**config.mk**
```make
export PLATFORM = sky130hd
export DESIGN_NAME = lpf_reporter
export DESIGN_NICKNAME = d
export VERILOG_FILES = /design/src/rtl/lpf_pkg.sv /design/src/rtl/lpf_ctrl.sv /design/src/rtl/lpf_datapath.sv /design/src/rtl/lpf_reporter.sv
export SDC_FILE = /design/constraint.sdc
export NUM_CORES = 1
export LEC_CHECK = 0
export BUFFER_PORTS_ARGS = -buffer_cell sky130_fd_sc_hd__buf_2
export CORE_ASPECT_RATIO = 0.5
export CORE_MARGIN = 4
export CORE_UTILIZATION = 55
export DETAILED_ROUTE_END_ITERATION = 7
export HOLD_SLACK_MARGIN = 0.1
export PLACE_DENSITY = 0.82
export SYNTH_ARGS = -nofsm -noshare
export SYNTH_HDL_FRONTEND = slang
export SYNTH_SLANG_ARGS = --single-unit
```
**constraint.sdc**
```tcl
create_clock -name clk -period 2.2 [get_ports clk]
set_input_delay 0.22 -clock clk [delete_from_list [all_inputs] [get_ports clk]]
set_output_delay 0.22 -clock clk [all_outputs]
set_load 0.005 [all_outputs]
```
**src/rtl/lpf_pkg.sv**
```systemverilog
package lpf_pkg;

  // strobes from the sequencer to the datapath, all single-cycle
  typedef struct packed {
    logic countEn;    // horizontal sync leading edge this cycle
    logic latchEn;    // vertical sync leading edge: freeze field count
    logic loadShift;  // vertical sync trailing edge: arm shift register
    logic shiftEn;    // present next bit on the pin
    logic clearOut;   // force the pin low
  } lpfStrobe_t;

endpackage

```
**src/rtl/lpf_ctrl.sv**
```systemverilog
module lpf_ctrl
  import lpf_pkg::*;
#(
  parameter int NBITS = 11
) (
  input  logic       clk,
  input  logic       rstN,
  input  logic       hSyncN,
  input  logic       vSyncN,
  output lpfStrobe_t strb
);

  localparam int SLOT_W = $clog2(NBITS + 1);
  localparam logic [SLOT_W-1:0] SLOT_FULL = SLOT_W'(NBITS);

  logic              hPrev;
  logic              vPrev;
  logic              sending;
  logic [SLOT_W-1:0] slotsLeft;
  logic              hLead;
  logic              vLead;
  logic              vTrail;

  assign hLead  = hPrev & ~hSyncN;
  assign vLead  = vPrev & ~vSyncN;
  assign vTrail = ~vPrev & vSyncN;

  always_comb begin
    strb         = '0;
    strb.countEn = hLead;
    strb.latchEn = vLead;
    if (vLead) begin
      strb.clearOut = 1'b1;
    end else if (vTrail) begin
      strb.loadShift = 1'b1;
    end else if (hLead && sending) begin
      if (slotsLeft != '0) strb.shiftEn  = 1'b1;
      else                 strb.clearOut = 1'b1;
    end
  end

  always_ff @(posedge clk) begin
    if (!rstN) begin
      hPrev     <= 1'b1;
      vPrev     <= 1'b1;
      sending   <= 1'b0;
      slotsLeft <= '0;
    end else begin
      hPrev <= hSyncN;
      vPrev <= vSyncN;
      if (vLead) begin
        sending   <= 1'b0;
        slotsLeft <= '0;
      end else if (vTrail) begin
        sending   <= 1'b1;
        slotsLeft <= SLOT_FULL;
      end else if (strb.shiftEn) begin
        slotsLeft <= slotsLeft - 1'b1;
      end else if (strb.clearOut) begin
        sending <= 1'b0;
      end
    end
  end


  strobe_excl_chk: assert property (@(posedge clk) disable iff (!rstN)
    $onehot0({strb.loadShift, strb.shiftEn, strb.clearOut}));


  slot_hold_chk: assert property (@(posedge clk) disable iff (!rstN)
    (hSyncN && vSyncN == vPrev) |=> $stable(slotsLeft));


  always_comb begin
    slot_range_chk: assert (slotsLeft <= SLOT_FULL);
  end

endmodule

```
**src/rtl/lpf_datapath.sv**
```systemverilog
module lpf_datapath
  import lpf_pkg::*;
#(
  parameter int NBITS = 11
) (
  input  logic       clk,
  input  logic       rstN,
  input  lpfStrobe_t strb,
  output logic       fmtOut
);

  localparam logic [NBITS-1:0] WORD_MAX = {NBITS{1'b1}};
  localparam logic [NBITS+1:0] WIDE_MAX = {2'b00, WORD_MAX};

  logic [NBITS-1:0] cnt;
  logic [NBITS-1:0] latched;
  logic [NBITS-1:0] shiftReg;
  logic [NBITS:0]   sum;
  logic [NBITS+1:0] dbl;
  logic [NBITS-1:0] satWord;

  assign sum     = {1'b0, cnt} + {{NBITS{1'b0}}, strb.countEn};
  assign dbl     = {sum, 1'b0};
  assign satWord = (dbl > WIDE_MAX) ? WORD_MAX : dbl[NBITS-1:0];

  always_ff @(posedge clk) begin
    if (!rstN) begin
      cnt     <= '0;
      latched <= '0;
    end else if (strb.latchEn) begin
      latched <= satWord;
      cnt     <= '0;
    end else if (strb.countEn && cnt != WORD_MAX) begin
      cnt <= cnt + 1'b1;
    end
  end

  always_ff @(posedge clk) begin
    if (!rstN) begin
      shiftReg <= '0;
      fmtOut   <= 1'b0;
    end else if (strb.clearOut) begin
      fmtOut <= 1'b0;
    end else if (strb.loadShift) begin
      shiftReg <= latched;
    end else if (strb.shiftEn) begin
      fmtOut   <= shiftReg[NBITS-1];
      shiftReg <= {shiftReg[NBITS-2:0], 1'b0};
    end
  end


  cnt_mono_chk: assert property (@(posedge clk) disable iff (!rstN)
    (strb.countEn && !strb.latchEn) |=> cnt >= $past(cnt));


  even_or_sat_chk: assert property (@(posedge clk) disable iff (!rstN)
    strb.latchEn |=> (!latched[0] || latched == WORD_MAX));

endmodule

```
**src/rtl/lpf_reporter.sv**
```systemverilog
module lpf_reporter
  import lpf_pkg::*;
#(
  parameter int NBITS = 11
) (
  input  logic clk,
  input  logic rstN,
  input  logic hSyncN,
  input  logic vSyncN,
  output logic fmtOut
);

  lpfStrobe_t strb;

  lpf_ctrl #(.NBITS(NBITS)) u_ctrl (
    .clk    (clk),
    .rstN   (rstN),
    .hSyncN (hSyncN),
    .vSyncN (vSyncN),
    .strb   (strb)
  );

  lpf_datapath #(.NBITS(NBITS)) u_dp (
    .clk    (clk),
    .rstN   (rstN),
    .strb   (strb),
    .fmtOut (fmtOut)
  );


  fmt_low_in_vsync_chk: assert property (@(posedge clk) disable iff (!rstN)
    !vSyncN |=> !fmtOut);

endmodule

```
==> results of run 1 <==
-- cell families (layout without fill, tap and decap cells) --
kind of cell	count (synthesis)	count (layout)	synth area share, %
compound gates	47	47	13.29
mux	20	20	10.41
fa+ha+maj	4	4	2.388
buf+inv	21	23	5.634
flops	41	41	40.17
simple gates	82	82	22.96
xor+xnor	12	12	5.144
-- final timing paths --
check,cells past startpoint,from,to
worst max-delay path,6,u_ctrl.slotsLeft[0],u_dp.shiftReg[0]
worst min-delay path,2,hSyncN,u_ctrl.hPrev
worst max register to register,6,u_ctrl.slotsLeft[0],u_dp.shiftReg[0]
worst min register to register,2,u_dp.shiftReg[10],u_dp.fmtOut
-- metal layers --
metal  part of all wire (%)  vias to the layer above
met3                    5.1                        4
met2                     44                       49
met5                      0                        -
met4                   0.97                        0
li1                       -                      801
met1                     50                      747
-- synth_stat cells, drive strengths merged, types with 2 or more instances --
library cell / n
a211oi: 3
a21oi: 21
a31oi: 2
and2: 4
and3: 4
buf: 9
clkbuf: 6
dfxtp: 41
ha: 3
inv: 6
mux2: 10
mux2i: 10
nand2: 32
nand2b: 4
nand3: 3
nand3b: 3
nand4: 8
nor2: 4
nor2b: 3
nor3: 5
o21ai: 16
or3: 3
or4: 3
xnor2: 6
xor2: 6
-- sequential cells by signal, indices dropped and copies added (netlist names) --
| signal | flops |
|---|---|
| u_dp.fmtOut | 1 |
| u_dp.latched | 11 |
| u_ctrl.slotsLeft | 4 |
| u_dp.shiftReg | 11 |
| u_dp.cnt | 11 |
| u_ctrl.vPrev | 1 |
| u_ctrl.sending | 1 |
| u_ctrl.hPrev | 1 |
-- power by group --
part           switching (mW)  leakage, nW  total, mW  internal, mW
sequential             0.0162        0.333      0.778         0.762
clock                   0.259       0.0681      0.709         0.451
combinational          0.0613        0.455      0.102        0.0404
-- critical path: cells and delay by family (launching register included) --
family	cells	cell delay, ns
adders and majority gates	2	0.68
and+or+nand+nor	2	0.43
DFF	1	0.37
AOI/OAI and AO/OA	1	0.26
buffers and inverters	1	0.07
-- final cells by class --
cell class	instances	area share (%)
clock buffer	5	3.120
inverter	6	1.021
tap	51	2.893
multi-input combinational	165	50.20
clock inverter	3	2.950
timing repair buffer	9	2.609
sequential	41	37.21
-- stage by stage --
stage	instance area (sq um)	std cells	hold slack, ns	utilization, %
after detailed placement	2072	272	0.4520	59.04
after floorplan	2043	227	0.3197	-
after global placement	2072	272	0.4425	59.04
final	2206	280	0.1881	62.85
after global routing	2206	280	0.2007	62.85
after CTS	2206	280	0.1823	62.85
==> metrics.md, run 1 <==
| Metric | Value |
|---|---|
| Setup TNS | 0 ns |
| Worst min path class | in -> reg |
| Slew Viols, Final | 0 |
| Setup Skew | 0.008372 ns |
| Critical Path Sink Type | flip-flop |
| Worst skew pair latency | 0.29 ns |
| Fin. Hold Viols | 0 |
| Initial antenna violation count | 0 |
| Ys Warns | 0 |
| Asr flop ratio synth | 0% |
| GRT Resource Usage Total | 18.68% |
| Final min period | 1.900 ns |
| Effective utilization at floorplan | 58.22% |
| DR WL/cell | 15.03 um |
| Gpl congestion | 0.9247 |
| Post-cts resize count | 0 |
| Syn nets | 234 |
| Remaining DRCs | 0 |
| Final setup vio count | 0 |
| Met3 usage | 5.000% |
| # hold bufs at CTS | 0 |
| RSZ-0062 raised after global routing | no |
| Core area | 3510 sq um |
| Worst Tran Pin Value | 0.5660 ns |
| Post-Syn Area | 2043 sq um |
| Met1 global-route usage | 26.42% |
| Grt met2 use | 27.82% |
| Drt pass-1 iters | 5 |
| Site row count | 15 |
| Via count | 1601 |
| Vias in the first global route | 1505 |
| Synth-to-Final Area Change | 7.961% |
| Global routing's busiest layer | met2 |
| DR iter-0 viols | 175 |
| Achievable frequency | 0.5263 GHz |
| Cell Chain, Critical Path | inv_1, ha_1, nor3b_2, or2_1, maj3_2, a31o_1 |
| Setup CP Type | reg -> reg |
| Final ANT Viol Nets | 0 |
| Max incr delay on CP | 0.46 ns |
| Synth cell types | 48 |
| Slew margin rel. | 62.19% |
| Fillers | 268 |
| Sequential Area | 820.8 sq um |
| H-tree levels | 2 |
| CTS Root Cell | clkbuf_8 |
| Highest net fanout along the worst path | 11 |
| Register bit total from synthesis | 41 |
| I/O pin count | 5 |
| Share of the synthesized area in the top cell type | 40.17% |
| Antenna diode count | 0 |
| LEAKAGE | 0.8567 nW |
| Longest Clk Path Bufs | 2 |
| Max cap viols | 0 |
| R2R setup slack | 0.30 ns |
| Die W | 94.20 um |
| Die H | 51.10 um |
| Synth area leaders | dfxtp_1 40%, nand2_1 5.7%, a21oi_1 4.9% |
| Top FF cell, synth | dfxtp_1 |
| Area of the multi-input gates | 1107 sq um |
| Post-detail-place hpwl | 2831 um |
| CTS buffer count | 5 |
| # port buffers | 4 |
| Total Die Area | 4813 sq um |
| CP arrival | 2.09 ns |
| Nets | 235 |
| PwrDens | 720.3 nW/um^2 |
| Req. time, crit path | 2.39 ns |
| Sequential area share after synthesis | 40.17% |
| Power, Total | 1.589 mW |
| Slowest cell on the critical path | maj3_2 |
| Setup Slack @ Placement | 0.3429 ns |
| Via density | 5.718 |
| Setup bufs post-CTS | 0 |
| EDFF count, synth | 0 |
| Fin crit share | 86.37% |
| First-pass GRT wire length | 7079 um |
| Most common cell after layout, fill and taps aside | dfxtp_1 |
| Post-Route WL | 4209 um |
| Worst vdd ir | 364.2 uV |
| Synth area leader | dfxtp_1 |
| TritonCTS clock tree | done |
| Worst setup SP type | flip-flop |
| Clock-pin slew on the worst setup and hold paths | 0.08 ns |
| Clk sinks | 41 |
| Syn avg cell area | 9.001 sq um |
| Ratio of cells with drive above 1 in the final layout | 14.41% |
| Largest net degree at the start of global routing | 37 |
| Gr ovfl total | 0 |
| Most frequent cells in the layout | 41 x dfxtp_1, 31 x nand2_1, 20 x a21oi_1, 12 x o21ai_0, 10 x mux2i_1 |
| Fin worst setup slack | 0.2999 ns |
| Syn Inst Count | 227 |
| Status | complete, no violations |
No activity file was read; power rests on OpenSTA's default activity.
==> run 2: changes to the inputs <==
CORE_UTILIZATION = 61   (was 55)
PLACE_DENSITY = 0.88   (was 0.82)
clock period = 2.3 ns   (was 2.2 ns; I/O delays follow)
==> run 2 against run 1 <==
  * Via count decreased by 0.25%
  * Non-clock buffer count unchanged
  * Critical path depth unchanged
  * Routed wire length increased by 1.9%
  * Combinational power decreased by 4%
  * Maximum frequency increased by 1.7%
  * Flip-flop and latch count unchanged
  * Design area decreased by 2.9%
  * First-iteration DRC count increased by 2.9%
  * Sequential power decreased by 4.4%
  * Clock skew decreased by 0.0031 ns
  * Highest routed layer unchanged
==> metrics.md, run 2 (same netlist as run 1, synthesis figures left out) <==
| Metric | Value |
|---|---|
| Setup CP Type | reg -> reg |
| Clk sinks | 41 |
| Ratio of cells with drive above 1 in the final layout | 13.97% |
| Via count | 1597 |
| Worst skew pair latency | 0.30 ns |
| Core area | 3100 sq um |
| Die H | 48.93 um |
| I/O pin count | 5 |
| Total Die Area | 4396 sq um |
| Remaining DRCs | 0 |
| Clk network pwr share | 35.0% |
| # hold bufs at CTS | 0 |
| Setup Skew | 0.005305 ns |
| Largest registers | u_dp.cnt x11, u_dp.latched x11, u_dp.shiftReg x11 |
| Register share of total power | 57.5% |
| Slowest cell on the critical path | maj3_2 |
| Initial antenna violation count | 0 |
| Die W | 89.85 um |
| PwrDens | 604.5 nW/um^2 |
| Post-route design area | 2141 sq um |
| Int Pwr | 977.2 uW |
| DR WL/cell | 15.94 um |
| Fin. Hold Viols | 0 |
| Via density | 5.937 |
| Post-detail-place hpwl | 2990 um |
| Cell Chain, Critical Path | inv_1, ha_1, nor3b_2, or2_1, maj3_2, a31o_1 |
| Max incr delay on CP | 0.45 ns |
| Drt pass-1 iters | 4 |
| Final setup vio count | 0 |
| Status | complete, no violations |
| Post-cts resize count | 0 |
| H-tree levels | 2 |
| Gr ovfl total | 0 |
| DR iter-0 viols | 180 |
| Largest net degree at the start of global routing | 37 |
| CTS Root Cell | clkbuf_8 |
| Dpl cell area | 2058 sq um |
| Final Core Density | 69.05% |
| Effective utilization at floorplan | 65.90% |
| Synth-to-Final Area Change | 4.776% |
| CP arrival | 2.06 ns |
| Longest Clk Path Bufs | 2 |
| Logic pwr share | 7.5% |
| Vias in the first global route | 1439 |
| Final min period | 1.868 ns |
| First-pass GRT wire length | 7065 um |
| Max cap viols | 0 |
| Worst vdd ir | 367.0 uV |
| Critical Path Sink Type | flip-flop |
| GRT Resource Usage Total | 20.17% |
| Setup TNS | 0 ns |
| Worst min path class | in -> reg |
| Setup Slack @ Placement | 0.4552 ns |
| Area of the multi-input gates | 1107 sq um |
| WHS | 0.1778 ns |
| RSZ-0062 raised after global routing | no |
| Most frequent cells in the layout | 41 x dfxtp_1, 31 x nand2_1, 20 x a21oi_1, 12 x o21ai_0, 10 x mux2i_1 |
| Fin worst setup slack | 0.4322 ns |
| Fillers | 231 |
| Antenna diode count | 0 |
| Worst Tran Pin Value | 0.5840 ns |
| Most common cell after layout, fill and taps aside | dfxtp_1 |
| Slew margin rel. | 60.99% |
| Achievable frequency | 0.5354 GHz |
| Clock-pin slew on the worst setup and hold paths | 0.08 ns |
| Highest net fanout along the worst path | 11 |
| Setup bufs post-CTS | 0 |
| Switching share of power | 24.48% |
| TritonCTS clock tree | done |
| Fin crit share | 81.21% |
| Final ANT Viol Nets | 0 |
| Site row count | 14 |
| Nets | 235 |
| Gpl congestion | 0.8577 |
| Req. time, crit path | 2.49 ns |
| Worst setup SP type | flip-flop |
| Post-Route WL | 4288 um |
| CTS buffer count | 5 |
| # port buffers | 4 |
| NetSw | 316.8 uW |
| LEAKAGE | 0.8335 nW |
| Slew Viols, Final | 0 |
| Sequential Area | 820.8 sq um |
run 2: critical path: cells and delay by family (launching register included):
family	cells	cell delay, ns
AO/OA/AOI/OAI	1	0.26
adder cells (fa/ha/maj)	2	0.65
buffers and inverters	1	0.06
flip-flops	1	0.37
AND/OR/NAND/NOR	2	0.43
run 2: worst paths after layout:
path / slack [ns] / to / start / depth (start not counted)
worst min register to register: 0.47 / u_dp.shiftReg[9] / u_dp.shiftReg[9] / 2
worst min-delay path: 0.18 / u_ctrl.hPrev / hSyncN / 2
worst max register to register: 0.43 / u_dp.shiftReg[0] / u_ctrl.slotsLeft[0] / 6
worst max-delay path: 0.43 / u_dp.shiftReg[0] / u_ctrl.slotsLeft[0] / 6
run 2: through the flow:
stage	power [mW]	cells
final	1.294	269
after detailed placement	0.8544	261
after global routing	1.357	269
after floorplan	0.8292	227
after CTS	1.302	269
after global placement	0.8509	261
run 2: per-layer routing:
layer,part of all wire [%],global-route usage [%]
met5,0,0
met4,1.4,9.669
met3,6.7,4.931
met2,44,29.48
met1,47,27.88
run 2: power by group through the flow:
stage          registers, mW  clock network [mW]  logic, mW
6_report               0.744               0.453     0.0977
5_1_grt                0.745               0.505      0.106
4_1_cts                0.743               0.462     0.0965
3_5_place_dp           0.759                   0     0.0954
3_3_place_gp           0.759                   0     0.0920
2_1_floorplan          0.754                   0     0.0753
run 2: cell type report:
type / count / area share [%]
clock inverter: 2 / 0.4676
inverter: 6 / 1.052
tap: 40 / 2.338
sequential: 41 / 38.34
timing repair buffer: 9 / 2.688
clock buffer: 6 / 3.390
multi-input combinational: 165 / 51.72
